File: src/rtl/regfile_pkg.sv
package regfile_pkg;

    localparam int WORD_BITS = 32;

    typedef enum logic [1:0] {
        SZ_BYTE = 2'd0,
        SZ_WORD = 2'd1,
        SZ_LONG = 2'd2,
        SZ_RSVD = 2'd3
    } opsize_e;

    // Operand view of a register for a given size, upper bits cleared
    function automatic logic [WORD_BITS-1:0] low_view(
        input logic [WORD_BITS-1:0] v,
        input opsize_e              sz
    );
        case (sz)
            SZ_BYTE: low_view = {{(WORD_BITS-8){1'b0}}, v[7:0]};
            SZ_WORD: low_view = {{(WORD_BITS-16){1'b0}}, v[15:0]};
            default: low_view = v;
        endcase
    endfunction

    function automatic logic [WORD_BITS-1:0] half_swap(input logic [WORD_BITS-1:0] v);
        half_swap = {v[15:0], v[WORD_BITS-1:16]};
    endfunction

endpackage

File: src/rtl/rf_write_merge.sv
module rf_write_merge
    import regfile_pkg::*;
(
    input  logic [WORD_BITS-1:0] cur_val,
    input  logic [WORD_BITS-1:0] new_val,
    input  opsize_e              size,
    input  logic                 to_addr,
    output logic [WORD_BITS-1:0] merged,
    output logic                 refused
);
    always_comb begin
        merged  = cur_val;
        refused = 1'b0;
        if (to_addr) begin
            case (size)
                SZ_BYTE: refused = 1'b1;
                SZ_WORD: merged  = {{(WORD_BITS-16){new_val[15]}}, new_val[15:0]};
                default: merged  = new_val;
            endcase
        end else begin
            case (size)
                SZ_BYTE: merged = {cur_val[WORD_BITS-1:8], new_val[7:0]};
                SZ_WORD: merged = {cur_val[WORD_BITS-1:16], new_val[15:0]};
                default: merged = new_val;
            endcase
        end
    end
endmodule

File: src/rtl/rf_read_port.sv
module rf_read_port
    import regfile_pkg::*;
#(
    parameter int NREGS = 16,
    localparam int SEL_W = $clog2(NREGS)
) (
    input  logic [WORD_BITS-1:0] bank [NREGS],
    input  logic [SEL_W-1:0]     sel,
    input  opsize_e              size,
    output logic [WORD_BITS-1:0] view
);
    logic from_addr;
    assign from_addr = sel[SEL_W-1];

    always_comb begin
        if (from_addr && size == SZ_BYTE)
            view = '0;
        else
            view = low_view(bank[sel], size);
    end
endmodule

File: src/rtl/cpu_regfile.sv
module cpu_regfile
    import regfile_pkg::*;
#(
    parameter int BANK_REGS = 8,
    localparam int NREGS  = 2 * BANK_REGS,
    localparam int SEL_W  = $clog2(NREGS),
    localparam int BSEL_W = $clog2(BANK_REGS)
) (
    input  logic                 clk,
    input  logic                 rst,
    input  logic [SEL_W-1:0]     rd0_sel,
    input  logic [1:0]           rd0_size,
    output logic [WORD_BITS-1:0] rd0_data,
    input  logic [SEL_W-1:0]     rd1_sel,
    input  logic [1:0]           rd1_size,
    output logic [WORD_BITS-1:0] rd1_data,
    input  logic                 wr_en,
    input  logic [SEL_W-1:0]     wr_sel,
    input  logic [1:0]           wr_size,
    input  logic [WORD_BITS-1:0] wr_data,
    input  logic                 swap_en,
    input  logic [BSEL_W-1:0]    swap_sel,
    output logic                 size_err
);
    logic [WORD_BITS-1:0] regs [NREGS];
    logic [WORD_BITS-1:0] wr_merged;
    logic                 wr_refused;

    rf_write_merge u_merge (
        .cur_val (regs[wr_sel]),
        .new_val (wr_data),
        .size    (opsize_e'(wr_size)),
        .to_addr (wr_sel[SEL_W-1]),
        .merged  (wr_merged),
        .refused (wr_refused)
    );

    assign size_err = wr_en && wr_refused;

    rf_read_port #(.NREGS(NREGS)) u_rd0 (
        .bank (regs),
        .sel  (rd0_sel),
        .size (opsize_e'(rd0_size)),
        .view (rd0_data)
    );

    rf_read_port #(.NREGS(NREGS)) u_rd1 (
        .bank (regs),
        .sel  (rd1_sel),
        .size (opsize_e'(rd1_size)),
        .view (rd1_data)
    );

    for (genvar i = 0; i < NREGS; i++) begin : g_reg
        logic wr_hit;
        logic swap_hit;
        assign wr_hit = wr_en && (wr_sel == SEL_W'(i)) && !wr_refused;
        if (i < BANK_REGS) begin : g_data
            assign swap_hit = swap_en && (swap_sel == BSEL_W'(i));
        end else begin : g_addr
            assign swap_hit = 1'b0;
        end

        always_ff @(posedge clk) begin
            if (rst)
                regs[i] <= '0;
            else if (wr_hit)
                regs[i] <= wr_merged;
            else if (swap_hit)
                regs[i] <= half_swap(regs[i]);
        end


        reset_clear_chk: assert property (@(posedge clk) disable iff (rst)
            $fell(rst) |-> regs[i] == '0);

        if (i < BANK_REGS) begin : g_data_chk

            data_byte_keep_chk: assert property (@(posedge clk) disable iff (rst)
                (wr_en && wr_sel == SEL_W'(i) && wr_size == SZ_BYTE) |=>
                (regs[i][WORD_BITS-1:8] == $past(regs[i][WORD_BITS-1:8]) &&
                 regs[i][7:0] == $past(wr_data[7:0])));

            swap_halves_chk: assert property (@(posedge clk) disable iff (rst)
                (swap_en && swap_sel == BSEL_W'(i) && !(wr_en && wr_sel == SEL_W'(i))) |=>
                (regs[i] == {$past(regs[i][15:0]), $past(regs[i][WORD_BITS-1:16])}));
        end else begin : g_addr_chk

            addr_byte_refuse_chk: assert property (@(posedge clk) disable iff (rst)
                (wr_en && wr_sel == SEL_W'(i) && wr_size == SZ_BYTE) |=> $stable(regs[i]));

            addr_word_sext_chk: assert property (@(posedge clk) disable iff (rst)
                (wr_en && wr_sel == SEL_W'(i) && wr_size == SZ_WORD) |=>
                (regs[i] == {{(WORD_BITS-16){$past(wr_data[15])}}, $past(wr_data[15:0])}));
        end
    end
endmodule

File: config.mk
export PLATFORM = sky130hd
export DESIGN_NAME = cpu_regfile
export DESIGN_NICKNAME = d
export VERILOG_FILES = /design/src/rtl/regfile_pkg.sv /design/src/rtl/rf_write_merge.sv /design/src/rtl/rf_read_port.sv /design/src/rtl/cpu_regfile.sv
export SDC_FILE = /design/constraint.sdc
export NUM_CORES = 1
export LEC_CHECK = 0
export CELL_PAD_IN_SITES_DETAIL_PLACEMENT = 0
export CELL_PAD_IN_SITES_GLOBAL_PLACEMENT = 1
export CORE_MARGIN = 4
export CORE_UTILIZATION = 38
export CTS_BUF_LIST = sky130_fd_sc_hd__clkbuf_2
export CTS_CLUSTER_SIZE = 30
export DETAILED_ROUTE_END_ITERATION = 7
export PLACE_DENSITY_LB_ADDON = 0.1
export SYNTH_ARGS = -nofsm -noshare
export SYNTH_HDL_FRONTEND = slang
export SYNTH_SLANG_ARGS = --single-unit
File: constraint.sdc
create_clock -name clk -period 2.88 [get_ports clk]
set_clock_uncertainty 0.05 [all_clocks]
set_input_delay 0.576 -clock clk [delete_from_list [all_inputs] [get_ports clk]]
set_output_delay 0.576 -clock clk [all_outputs]
set_load 0.02 [all_outputs]
==> results.tsv <==
stage	metric	value	unit
finish	stdcell_area	0.0389	mm²
drt	first_pass_iters	5	
synth	postSynthCellCount	2927	
synth	ys_ff_latch	512	
setup_path	start_kind	register	
drt	remaining_drc_errors	0	
status	failed_checks	negative setup slack	
sta	max_freq	266	MHz
placed_design	gp_congestion	0.941	
sta	fin_hold_ws	0.119	ns
floorplan	pin_count	122	
sta	period_needed	3.76	ns
sta	relSlewSlack	0.144	
placed_design	dp.final_hpwl	97.8	mm
setup_path	cp-endpoint	rd1_data[25]	
floorplan	die_w	293	µm
sta	final_hold_viol_count	0	
clock_tree	cts_sinks	512	
finish	area_growth	26.2	%
drt	via_per_inst	6.49	
finish	reg_top3	regs x512	
drt	num_vias	29331	
finish	layout.nets	3401	
sta	min_period_over_period	1.31	
synth	yosysTopAreaCellShare	0.332	
synth	yosys_warnings	0	
finish	drive_gt1_frac	0.421	
drt	drt_iter0_markers	3163	
synth	synth_flop_cell	dfxtp_1	
setup_path	cp_data_required_time	2.25	ns
sta	setup_violations	64	
global_routing	grt_max_degree	105	
sta	drv_slew	0	
setup_path	path_max_fanout	3	
floorplan	fp.dieH	293	µm
drt	drt-total-wl	142	mm
sta	rsz0062_at_grt	true	
setup_path	r2r_end	regs[328]	
synth	synth_area_per_cell	10.5	µm²
clock_tree	cts_tree	built	
global_routing	track_usage	0.324	
run	maxCapViolCount	0	
floorplan	core	0.0804	mm²
floorplan	die_area	0.0858	mm²
clock_tree	numCtsBuffers	148	
global_routing	grt_pass1_vias	29504	
synth	synth_cell_types	61	
synth	synthArstFlopShare	0	
synth	netlist_top_cells_count	512 x dfxtp_1, 315 x mux4_2, 296 x a211oi_1	
clock_tree	root_buffer	clkbuf_2	
setup_path	criticalPathCategory	reg -> out	
placed_design	placed_area	0.0363	mm²
power	p_leak	13.9	nW
global_routing	antenna_found_initial	3	
synth	synthTopCellsByArea	dfxtp_1 33%, mux4_2 23%, mux2i_1 8.7%	
drt	drtAntennaViolNets	0	
sta	worst_slack	-0.881	ns
hold_path	hp-class	in -> reg	
finish	fin_util	0.484	
placed_design	io_buffers	121	
setup_path	r2r_cells	5	
clock_tree	clk_latency	1.36	ns
setup_path	crit_arrival	3.14	ns
finish	largest_register_ffs	512	
floorplan	start_util	0.383	
global_routing	overflow	0	
finish	top_register	regs	
setup_path	r2r_start	regs[392]	
clock_tree	cts_buffer_depth	3	
synth	synth_top_cell_by_area	dfxtp_1	
drt	post_drt_wl_per_cell	31.4	µm
power	vdd_ir_drop_max	269	µV
setup_path	crit_path_start	regs[313]	
power	power_density	408	mW/mm²
setup_path	r2r_slack	0.80	ns
clock_tree	clkTransAtPathRegs	0.10	ns
synth	synth_most_common_cell	dfxtp_1	
global_routing	grt_pass1_wl	204	mm
setup_path	worstSetupEndpointType	primary output	
synth	syn_area	0.0308	mm²
synth	synthesis.nets	2984	
synth	seq_area_frac_synth	0.332	
sta	worst_pin_slew	1.28	ns
clock_tree	cts.htree.levels	4	
floorplan	rows	104	
status	status	complete, but fails checks	
synth	synth-edff-count	0	
==> layer usage <==
| layer | vias up | track usage | part of all wire |
|---|---|---|---|
| li1 | 12350 | - | - |
| met1 | 14886 | 0.417 | 0.40 |
| met2 | 1698 | 0.508 | 0.46 |
| met3 | 393 | 0.0749 | 0.088 |
| met4 | 4 | 0.171 | 0.056 |
| met5 | - | 0 | 0.00015 |
==> cell usage in the layout, fill, tap and decap left out, types with 21 or more instances in the layout <==
cell             instances
nand3b_1                92
o32ai_1                 28
nor2b_1                 69
a22o_1                  21
clkdlybuf4s50_1         45
mux4_2                 315
nand2_1                215
dfxtp_2                150
a211oi_1               296
buf_4                  379
dfxtp_4                 31
a21oi_1                 94
o21ai_0                 80
mux2i_1                260
buf_12                  94
dfxtp_1                331
nor2_1                 203
clkinv_1                27
buf_6                   68
a31o_2                  55
clkbuf_2               224
and2_4                  32
o22ai_1                 52
==> through the flow <==
stage	total power, mW	worst slack [ns]	std cells	setup TNS [ns]
finish	15.9	-0.881	4522	-44.05
global route	16.4	-0.974	4521	-49.65
CTS	16.0	-0.989	4513	-53.00
detailed placement	10.1	-0.766	4217	-46.52
global placement	10.0	-0.734	4217	-42.97
floorplan	8.85	0.0649	2927	0
==> worst min path at each step <==
stage                     start   endpoint  slack (ns)  cells after the start
floorplan             regs[162]  regs[162]        0.39                      2
CTS                 wr_data[16]  regs[176]       0.005                      4
global route        wr_data[12]   regs[76]        0.08                      3
detailed placement    regs[194]  regs[194]        0.42                      2
finish              wr_data[12]  regs[204]        0.12                      3
global placement       regs[98]   regs[98]        0.40                      2
==> critical path: stages (launching register included) <==
cell	delay (ns)
dfxtp_1	0.37
mux4_2	0.55
mux4_2	0.56
and2_4	0.18
buf_6	0.12
==> area by class of cell <==
type | instances | area (µm²)
fillers | 7429 | 41500
multi-input cells | 2075 | 19500
flip-flops and latches | 512 | 10600
repair buffers | 606 | 6130
well taps | 1060 | 1330
clock buffers | 224 | 1120
clock inverters | 42 | 264
diodes | 2 | 5.00
inverters | 1 | 3.75
==> power breakdown <==
part           internal, mW  switching (mW)
combinational          1.16            1.54
sequential             7.19           0.142
clock                  2.34            3.50
==> timing repair <==
item	CTS	global route
hold buffers	11	0
setup endpoints to repair	65	64
gates resized for setup	589	115
pin swaps	35	3
buffers inserted	20	7
hold endpoints to repair	466	0
==> logic make-up after synthesis <==
kind of cell / synth area share
multiplexers: 0.317
flip-flops: 0.332
buffers and inverters: 0.0544
AND/OR/NAND/NOR: 0.119
AO/OA/AOI/OAI: 0.177
Note: power is estimated with default switching activity, not from simulation.
